==> config.mk <==
export PLATFORM = sky130hd
export DESIGN_NAME = rtmr_top
export DESIGN_NICKNAME = d
export VERILOG_FILES = /design/src/rtl/rtmr_pkg.sv /design/src/rtl/rtmr_prescale.sv /design/src/rtl/rtmr_channel.sv /design/src/rtl/rtmr_top.sv
export SDC_FILE = /design/constraint.sdc
export NUM_CORES = 1
export LEC_CHECK = 0
export CORE_UTILIZATION = 65
export CTS_CLUSTER_DIAMETER = 50
export DETAILED_ROUTE_END_ITERATION = 16
export DONT_BUFFER_PORTS = 1
export GPL_TIMING_DRIVEN = 0
export PLACE_DENSITY = 0.91
export SLEW_MARGIN = 40
export SYNTH_ARGS = -nofsm -noshare
export SYNTH_HDL_FRONTEND = slang
export SYNTH_SLANG_ARGS = --single-unit
==> constraint.sdc <==
create_clock -name clk -period 4 [get_ports clk]
set_clock_uncertainty 0.05 [all_clocks]
set_input_delay 0.6 -clock clk [delete_from_list [all_inputs] [get_ports clk]]
set_output_delay 0.6 -clock clk [all_outputs]
set_load 0.01 [all_outputs]
==> src/rtl/rtmr_pkg.sv <==
package rtmr_pkg;

    localparam int unsigned PRE_W        = 10;
    localparam int unsigned START_WORD   = 1;
    localparam int unsigned CH_WORD0     = 2;
    localparam int unsigned WORDS_PER_CH = 3;
    localparam int unsigned FLAG_BIT     = 8;
    localparam int unsigned IE_BIT       = 5;

    typedef logic [2:0] presc_t;

    typedef struct packed {
        logic   flag;
        logic   irq_en;
        presc_t presc;
    } ctl_t;

    // terminal value of the prescale counter: divisor minus one
    function automatic logic [PRE_W-1:0] presc_limit(input presc_t sel);
        int unsigned d;
        d = (sel > 3'd4) ? 1024 : (4 << (2 * int'(sel)));
        return PRE_W'(d - 1);
    endfunction

    function automatic logic [15:0] ctl_pack(input ctl_t c);
        logic [15:0] r;
        r           = '0;
        r[FLAG_BIT] = c.flag;
        r[IE_BIT]   = c.irq_en;
        r[2:0]      = c.presc;
        return r;
    endfunction

endpackage

==> src/rtl/rtmr_prescale.sv <==
module rtmr_prescale
    import rtmr_pkg::*;
(
    input  logic   clk,
    input  logic   rst,
    input  logic   run,
    input  presc_t presc,
    output logic   tick
);

    logic [PRE_W-1:0] pre_cnt;
    logic [PRE_W-1:0] lim;

    assign lim  = presc_limit(presc);
    // >= so that a divisor lowered mid-period cannot strand the counter
    assign tick = run && (pre_cnt >= lim);

    always_ff @(posedge clk) begin
        if (rst || !run) begin
            pre_cnt <= '0;
        end else if (pre_cnt >= lim) begin
            pre_cnt <= '0;
        end else begin
            pre_cnt <= pre_cnt + 1'b1;
        end
    end

    a_r9_phase_restart: assert property (@(posedge clk) disable iff (rst)
        $rose(run) |-> (pre_cnt == '0));

    a_r4_tick_gap: assert property (@(posedge clk) disable iff (rst)
        tick |=> !tick);

endmodule

==> src/rtl/rtmr_channel.sv <==
module rtmr_channel
    import rtmr_pkg::*;
#(
    parameter int unsigned CNT_W = 32
) (
    input  logic             clk,
    input  logic             rst,
    input  logic             run,
    input  logic             wr_reload,
    input  logic             wr_count,
    input  logic             wr_ctrl,
    input  logic [CNT_W-1:0] wdata,
    output logic [CNT_W-1:0] reload_q,
    output logic [CNT_W-1:0] count_q,
    output logic [15:0]      ctrl_rd,
    output logic             irq
);

    ctl_t ctl;
    logic tick;
    logic underflow;

    rtmr_prescale u_pre (
        .clk   (clk),
        .rst   (rst),
        .run   (run),
        .presc (ctl.presc),
        .tick  (tick)
    );

    // a counter write in the same cycle takes precedence over the tick
    assign underflow = tick && (count_q == '0) && !wr_count;

    always_ff @(posedge clk) begin
        if (rst) begin
            reload_q <= '0;
        end else if (wr_reload) begin
            reload_q <= wdata;
        end
    end

    always_ff @(posedge clk) begin
        if (rst) begin
            count_q <= '0;
        end else if (wr_count) begin
            count_q <= wdata;
        end else if (tick) begin
            count_q <= (count_q == '0) ? reload_q : count_q - 1'b1;
        end
    end

    always_ff @(posedge clk) begin
        if (rst) begin
            ctl <= '0;
        end else begin
            if (wr_ctrl) begin
                ctl.presc  <= wdata[2:0];
                ctl.irq_en <= wdata[IE_BIT];
                ctl.flag   <= ctl.flag & wdata[FLAG_BIT];
            end
            if (underflow) begin
                ctl.flag <= 1'b1;
            end
        end
    end

    assign ctrl_rd = ctl_pack(ctl);
    assign irq     = ctl.flag & ctl.irq_en;

    a_r6_underflow_reload: assert property (@(posedge clk) disable iff (rst)
        (tick && count_q == '0 && !wr_count) |=> (count_q == $past(reload_q) && ctl.flag));

    a_r5_single_step: assert property (@(posedge clk) disable iff (rst)
        (tick && count_q != '0 && !wr_count) |=> (count_q == $past(count_q) - 1'b1));

    a_r3_hold_stopped: assert property (@(posedge clk) disable iff (rst)
        (!run && !wr_count) |=> $stable(count_q));

    a_r7_flag_sticky: assert property (@(posedge clk) disable iff (rst)
        (ctl.flag && !wr_ctrl) |=> ctl.flag);

endmodule

==> src/rtl/rtmr_top.sv <==
module rtmr_top
    import rtmr_pkg::*;
#(
    parameter int unsigned N_CH   = 3,
    parameter int unsigned ADDR_W = 8,
    parameter int unsigned CNT_W  = 32
) (
    input  logic              clk,
    input  logic              rst,
    input  logic [ADDR_W-1:0] bus_addr,
    input  logic              bus_we,
    input  logic [CNT_W-1:0]  bus_wdata,
    output logic [CNT_W-1:0]  bus_rdata,
    output logic [N_CH-1:0]   irq
);

    localparam int unsigned WORD_W = ADDR_W - 2;

    logic [WORD_W-1:0] word;
    logic              start_hit;
    logic [N_CH-1:0]   run_q;
    logic [N_CH-1:0]   hit_rel, hit_cnt, hit_ctl;
    logic [CNT_W-1:0]  rel_rd [N_CH];
    logic [CNT_W-1:0]  cnt_rd [N_CH];
    logic [15:0]       ctl_rd [N_CH];

    assign word      = bus_addr[ADDR_W-1:2];
    assign start_hit = (word == WORD_W'(START_WORD));

    always_ff @(posedge clk) begin
        if (rst) begin
            run_q <= '0;
        end else if (bus_we && start_hit) begin
            run_q <= bus_wdata[N_CH-1:0];
        end
    end

    for (genvar g = 0; g < N_CH; g++) begin : g_ch
        localparam int unsigned BASE = CH_WORD0 + WORDS_PER_CH * g;

        assign hit_rel[g] = (word == WORD_W'(BASE));
        assign hit_cnt[g] = (word == WORD_W'(BASE + 1));
        assign hit_ctl[g] = (word == WORD_W'(BASE + 2));

        rtmr_channel #(.CNT_W(CNT_W)) u_ch (
            .clk       (clk),
            .rst       (rst),
            .run       (run_q[g]),
            .wr_reload (bus_we && hit_rel[g]),
            .wr_count  (bus_we && hit_cnt[g]),
            .wr_ctrl   (bus_we && hit_ctl[g]),
            .wdata     (bus_wdata),
            .reload_q  (rel_rd[g]),
            .count_q   (cnt_rd[g]),
            .ctrl_rd   (ctl_rd[g]),
            .irq       (irq[g])
        );
    end

    always_comb begin
        bus_rdata = '0;
        if (start_hit) begin
            bus_rdata[N_CH-1:0] = run_q;
        end
        for (int i = 0; i < N_CH; i++) begin
            if (hit_rel[i]) bus_rdata = rel_rd[i];
            if (hit_cnt[i]) bus_rdata = cnt_rd[i];
            if (hit_ctl[i]) bus_rdata = CNT_W'(ctl_rd[i]);
        end
    end

    a_r2_decode_unique: assert property (@(posedge clk) disable iff (rst)
        $onehot0({start_hit, hit_rel, hit_cnt, hit_ctl}));

endmodule

# --- Word-level counts from Yosys, hierarchy flattened ---
# Index checks and enable logic that the tools add are counted.
op_classes:
  n_addsub: 9
  magnitude_cmp: 6
  eq_ne: 10
  shift: 3
  mux: 28
  bitwise: 6
  n_reduce_logical: 40
ops:
  columns: ["op", "n"]
  rows:
  - ["2-to-1 mux 32 bit", 18]
  - ["logical NOT 32 bit", 3]
  - ["subtractor 32 x 1 -> 32 bit, second input constant", 3]
  - ["adder 10 x 1 -> 10 bit, second input constant", 3]
  - ["greater-or-equal comparator 10 bit", 3]
  - ["2-to-1 mux 10 bit", 3]
  - ["<< shifter 3 x 4 -> 10 bit, first input constant", 3]
  - ["subtractor 10 x 1 -> 10 bit, second input constant", 3]
  - ["equality test 6 x 3 -> 1 bit, second input constant", 4]
  - ["logical AND 1 bit", 19]
  - ["equality test 6 x 4 -> 1 bit, second input constant", 3]
  - ["2-to-1 mux 5 bit", 3]
  - ["equality test 6 x 2 -> 1 bit, second input constant", 2]
  - ["nonzero test 2 bit", 6]
  - ["> comparator 3 bit, second input constant", 3]
  - ["bitwise AND 1 bit", 6]
  - ["equality test 6 x 1 -> 1 bit, second input constant", 1]
  - ["logical NOT 1 bit", 6]
  - ["OR reduction 2 bit", 3]
  - ["logical OR 1 bit", 3]
  - ["2-to-1 mux 1 bit", 3]
  - ["2-to-1 mux 3 bit", 1]
totals:
  regBits: 240
  word_cells: 121

# --- Depth between registers and ports, before layout ---
depth:
  word_depth: 11
  depth_mapped: 13
  depth_no_buf: 12

# --- By module ---
# From an unflattened synthesis, not the netlist that was laid out.
unflattened:
  hier_cells: 1907
  area_unflattened_um2: 15548.7
modules_own_cells:
  columns: ["module", "n_inst", "cells_each", "area_each_um2"]
  rows:
  - ["rtmr_channel", 3, 448, 3726.1]
  - ["rtmr_top", 1, 344, 2444.8]
  - ["rtmr_prescale", 3, 73, 641.9]

# --- Worst setup path after synthesis ---
# OpenSTA, ideal clock, no wires.
synth_path:
  path_type: "input port to output port"
  start: "in bus_addr[4]"
  end: "out bus_rdata[0]"
  arrival_ns: 2.501
  path_slack_ns: 0.849
  cell_stages: 6
  n_path_buf: 2
  cell_sequence: "or4b_2 clkbuf_1 nor3_1 clkbuf_1 a211oi_1 o21ai_0"
synth_via:
  elab_chain_len: 11
synth_lines:
  columns: ["element", "line_no", "source"]
  rows:
  - ["start: declaration", "rtmr_top.sv:10", "input logic [ADDR_W-1:0] bus_addr,"]
  - ["equality test 6 x 1 -> 1 bit", "rtmr_top.sv:28", "assign start_hit = (word == WORD_W'(START_WORD));"]
  - ["2-to-1 mux 3 bit", "rtmr_top.sv:62", "if (start_hit) begin"]
  - ["2-to-1 mux 32 bit", "rtmr_top.sv:66", "if (hit_rel[i]) bus_rdata = rel_rd[i];"]
  - ["2-to-1 mux 32 bit", "rtmr_top.sv:67", "if (hit_cnt[i]) bus_rdata = cnt_rd[i];"]
  - ["2-to-1 mux 32 bit", "rtmr_top.sv:68", "if (hit_ctl[i]) bus_rdata = CNT_W'(ctl_rd[i]);"]
  - ["2-to-1 mux 32 bit", "rtmr_top.sv:66", null]
  - ["2-to-1 mux 32 bit", "rtmr_top.sv:67", null]
  - ["2-to-1 mux 32 bit", "rtmr_top.sv:68", null]
  - ["2-to-1 mux 32 bit", "rtmr_top.sv:66", null]
  - ["2-to-1 mux 32 bit", "rtmr_top.sv:67", null]
  - ["2-to-1 mux 32 bit *", "rtmr_top.sv:68", null]
  - ["end: declaration", "rtmr_top.sv:13", "output logic [CNT_W-1:0] bus_rdata,"]
# Mark *: on every way between the ends. The rest lies on a longest branch, timed or not.

# --- Worst setup path after layout ---
layout_path:
  start: "in bus_addr[2]"
  end: "out bus_rdata[11]"
layout_via:
  elab_chain_len: 10
layout_lines:
  columns: ["element", "line_no", "source"]
  rows:
  - ["equality test 6 x 2 -> 1 bit", "rtmr_top.sv:41", "assign hit_rel[g] = (word == WORD_W'(BASE));"]
  - ["2-to-1 mux 32 bit", "rtmr_top.sv:66", null]
  - ["2-to-1 mux 32 bit", "rtmr_top.sv:67", null]
  - ["2-to-1 mux 32 bit", "rtmr_top.sv:68", null]
  - ["2-to-1 mux 32 bit", "rtmr_top.sv:66", null]
  - ["2-to-1 mux 32 bit", "rtmr_top.sv:67", null]
  - ["2-to-1 mux 32 bit", "rtmr_top.sv:68", null]
  - ["2-to-1 mux 32 bit", "rtmr_top.sv:66", null]
  - ["2-to-1 mux 32 bit", "rtmr_top.sv:67", null]
  - ["2-to-1 mux 32 bit *", "rtmr_top.sv:68", null]
# Marks and branches as above.

==> results by group <==
Critical path
  • Crit path from: bus_addr[2]
  • Slowest cell delay on critical path: 780 ps
  • CP required: 3350 ps
  • R2r endpoint: g_ch[2].u_ch.count_q[1]$_SDFFE_PP0P_
  • Worst path bufs/invs: 2
  • Crit path top cell by count: clkbuf_1
  • WP depth: 6
  • Worst path slowest cell: nor2_1
  • Delay-heaviest family, CP: simple AND/OR/NAND/NOR gates
  • Worst R2R Path Depth: 11
  • Worst setup EP type: output pin
  • CP Data Arrival Time: 3400 ps
  • Type of origin of the critical path: input pin
  • Critical path cell sequence: clkbuf_1 > nand2_1 > nor2_1 > clkbuf_1 > a22oi_1 > nand3_1
  • Crit Path Class: in -> out
  • R2r setup slk: -50 ps
  • Crit path to: bus_rdata[11]
  • Reg2Reg Launch Point: g_ch[2].u_ch.ctrl_rd[0]$_SDFFE_PP0P_
  • CP Max Fanout: 10

Yosys
  • Largest area contributor in the netlist: dfxtp_1
  • FFs w/ async S/R, synth: 0
  • Syn. warnings: 0
  • Mapped Nets: 1,993
  • Netlist cell types: 78
  • Synth top area cells: dfxtp_1 34%, nand2_1 8.5%, a21oi_1 6.7%
  • Sequential area share after synthesis: 0.337
  • Ys flop type: dfxtp_1
  • Syn_area_per_cell: 7.45 um2
  • Post-Syn Area: 14,300 um2
  • Seq cells post-synth: 240
  • Gate Count Post-Synth: 1,914
  • Number of flops mapped to enable cells by yosys: 0
  • Top-area cell type share of the netlist area: 0.337

Outcome
  • Failing checks: negative setup slack
  • Status: finished with violations

GRT
  • GRT Overall Usage: 0.500
  • Largest net degree at the start of global routing: 15
  • Vias in the first global route: 14,700
  • Global route overflow: 0
  • Initial antenna violation count: 1
  • First-pass GRT wire length: 84,700 um

Drt
  • Residual DRC count: 0
  • DR vias/cell: 7.13
  • Post-route ant nets: 0
  • Vias after detailed routing: 16,000
  • Wire length per cell: 25.6 um
  • Iter 0 DRT Violations: 2,057
  • Routed WL: 57,400 um
  • First-pass DRT Iterations: 6

CTS
  • TritonCTS clock tree: yes
  • # H-tree levels: 1
  • CTS Sinks: 240
  • Deepest clock path buffer count: 3
  • Clk Latency, worst-skew pair: 560 ps
  • CTS clk-pin slew, worst paths: 60 ps
  • Root buffer cell: clkbuf_16
  • Postcts setup bufs: 0
  • CTS Hold Buffers Added: 0
  • CTS Buf Count: 31

Power
  • Max VDD drop: 0.000348 V
  • P_leak: 5.60 nW
  • Pwr dens: 362 nW/um2

STA
  • PnR worst setup slack: -48.9 ps
  • Hold Vio Cnt, Final: 0
  • Unrepaired setup endpoints after global routing: false
  • Worst slew pin tran: 970 ps
  • Tmin final: 4050 ps
  • Setup Viol. Count Final: 5
  • Max-slew violations: 0
  • Tcrit/Tclk final: 1.01
  • Final worst hold slack: 91.8 ps
  • Peak Freq: 247 MHz
  • Slew HR: 0.348

Layout
  • Post-Layout Cell Count: 2,245
  • Final Core Density: 0.738
  • Share of layout cells above drive strength 1: 0.0619
  • Post-route cell area: 15,700 um2
  • # fillers: 1,608
  • N_diodes: 0
  • Area Growth Syn to Fin: 10.2%
  • Final net count: 2,027

Floorplanning
  • IO Pins: 78
  • DIE AREA: 22,500 um2
  • Initial Utilization: 0.670
  • Die Ht: 150 um
  • Chip Width: 150 um
  • Core ar.: 21,300 um2
  • Rows: 53

Place
  • Placed Cells: 2,190
  • GPL Wtd Cong: 1.04
  • Post-DP HPWL: 42,400 um
  • Placed Area: 14,700 um2
  • Port bufs: 0

Flow run
  • Max_cap viols: 0

Worst hold path
  • Worst hold path type: in -> reg
[synthesized netlist by cell type, types with 5 or more instances]
cell       number
ha_1           36
nor4_1         28
or3_1          18
and3_1         13
nand4_1        17
o22a_1          8
o221ai_1       11
o22ai_1        16
a22oi_1        87
o31ai_1        11
nand2b_1       10
o21a_1          8
or2_2           8
xnor2_1        30
inv_1          52
o211ai_1       14
nor3_1         44
a211oi_1       19
a2bb2oi_1      13
mux2i_1        23
nor3b_1         5
a211oi_2       14
or4_1          16
nand3_1        81
nand2_1       321
xor2_1         23
o21ai_0        75
o32ai_1         8
a21o_1         13
a21oi_1       191
o2bb2ai_1       6
clkbuf_1      126
nor4b_1         8
dfxtp_1       240
a211o_1        26
a31oi_1        12
nor2_1        195
[worst min-delay path by stage]
stage / slack [ps] / end / from / cells past startpoint
5_1_grt: 100 / g_ch[0].u_ch.count_q[18]$_SDFFE_PP0P_ / bus_wdata[18] / 2
3_3_place_gp: 380 / g_ch[1].u_ch.u_pre.pre_cnt[0]$_SDFF_PP0_ / g_ch[1].u_ch.u_pre.pre_cnt[0]$_SDFF_PP0_ / 1
4_1_cts: 90 / g_ch[2].u_ch.count_q[4]$_SDFFE_PP0P_ / bus_wdata[4] / 2
3_5_place_dp: 390 / g_ch[1].u_ch.u_pre.pre_cnt[0]$_SDFF_PP0_ / g_ch[1].u_ch.u_pre.pre_cnt[0]$_SDFF_PP0_ / 1
6_report: 90 / g_ch[0].u_ch.count_q[18]$_SDFFE_PP0P_ / bus_wdata[18] / 2
2_1_floorplan: 370 / g_ch[1].u_ch.u_pre.pre_cnt[0]$_SDFF_PP0_ / g_ch[1].u_ch.u_pre.pre_cnt[0]$_SDFF_PP0_ / 1
[timing repair]
| action | 4_1_cts | 5_1_grt |
|---|---|---|
| gates cloned | 0 | 0 |
| endpoints found under the setup margin | 18 | 18 |
| resized for setup | 1 | 6 |
[routing by layer]
layer  share of wire  global-route usage  wire length, um
met3            0.15               0.152             8860
met2            0.42               0.748            24100
met4           0.066               0.285             3770
met1            0.36               0.637            20700
met5         0.00028                   0               16
[registers in the layout, indices dropped and copies added, names as in the netlist]
signal                   flops
g_ch.u_ch.u_pre.pre_cnt     30
g_ch.u_ch.reload_q          96
run_q                        3
g_ch.u_ch.ctrl_rd           15
g_ch.u_ch.count_q           96
[metrics by stage]
| stage | setup TNS, ps | setup WS [ps] | total power, mW |
|---|---|---|---|
| 2_1_floorplan | 0 | 849 | 2.79 |
| 3_3_place_gp | -295 | -151 | 2.92 |
| 3_5_place_dp | -387 | -99.2 | 2.94 |
| 4_1_cts | 0 | 11.9 | 5.62 |
| 5_1_grt | 0 | 11.6 | 5.76 |
| 6_report | -134 | -48.9 | 5.69 |
[area by class of cell]
cell class | count | area (um2) | share of cell area
multi-input cells | 1486 | 8800 | 0.560
well taps | 275 | 344 | 0.0219
repair buffers | 1 | 7.51 | 0.000478
inverters | 52 | 195 | 0.0124
plain buffers | 136 | 559 | 0.0356
clock inverters | 17 | 169 | 0.0108
flip-flops and latches | 240 | 4800 | 0.306
clock buffers | 38 | 832 | 0.0530
[kinds of logic (layout without fill, tap and decap cells)]
| family | count (synthesis) | after routing | synth area share |
|---|---|---|---|
| buffers and inverters | 188 | 244 | 0.0526 |
| AO/OA/AOI/OAI | 579 | 579 | 0.271 |
| AND/OR/NAND/NOR | 789 | 789 | 0.252 |
| XOR/XNOR | 53 | 53 | 0.0326 |
| adder cells (fa/ha/maj) | 36 | 36 | 0.0316 |
| multiplexers | 29 | 29 | 0.0225 |
| flip-flops | 240 | 240 | 0.337 |
[cell usage in the layout (no fill, tap or decap), types with 15 or more instances in the layout]
cell type | Yosys | layout
nand2_1 | 321 | 321
or4_1 | 16 | 16
o21ai_0 | 75 | 75
xnor2_1 | 30 | 30
a22oi_1 | 87 | 87
nand3_1 | 81 | 81
nand4_1 | 17 | 17
nor3_1 | 44 | 40
or3_1 | 18 | 18
o22ai_1 | 16 | 15
mux2i_1 | 23 | 23
dfxtp_1 | 240 | 240
nor4_1 | 28 | 20
a211o_1 | 26 | 26
clkbuf_16 | 0 | 31
a211oi_1 | 19 | 19
inv_1 | 52 | 52
ha_1 | 36 | 36
a21oi_1 | 191 | 191
xor2_1 | 23 | 23
clkbuf_1 | 126 | 126
nor2_1 | 195 | 193
[power by group]
group | switching, mW | internal, mW
Sequential | 0.0144 | 2.40
Clock | 1.16 | 1.61
Combinational | 0.351 | 0.148
Total | 1.53 | 4.16
No activity file was read; power rests on OpenSTA's default activity.
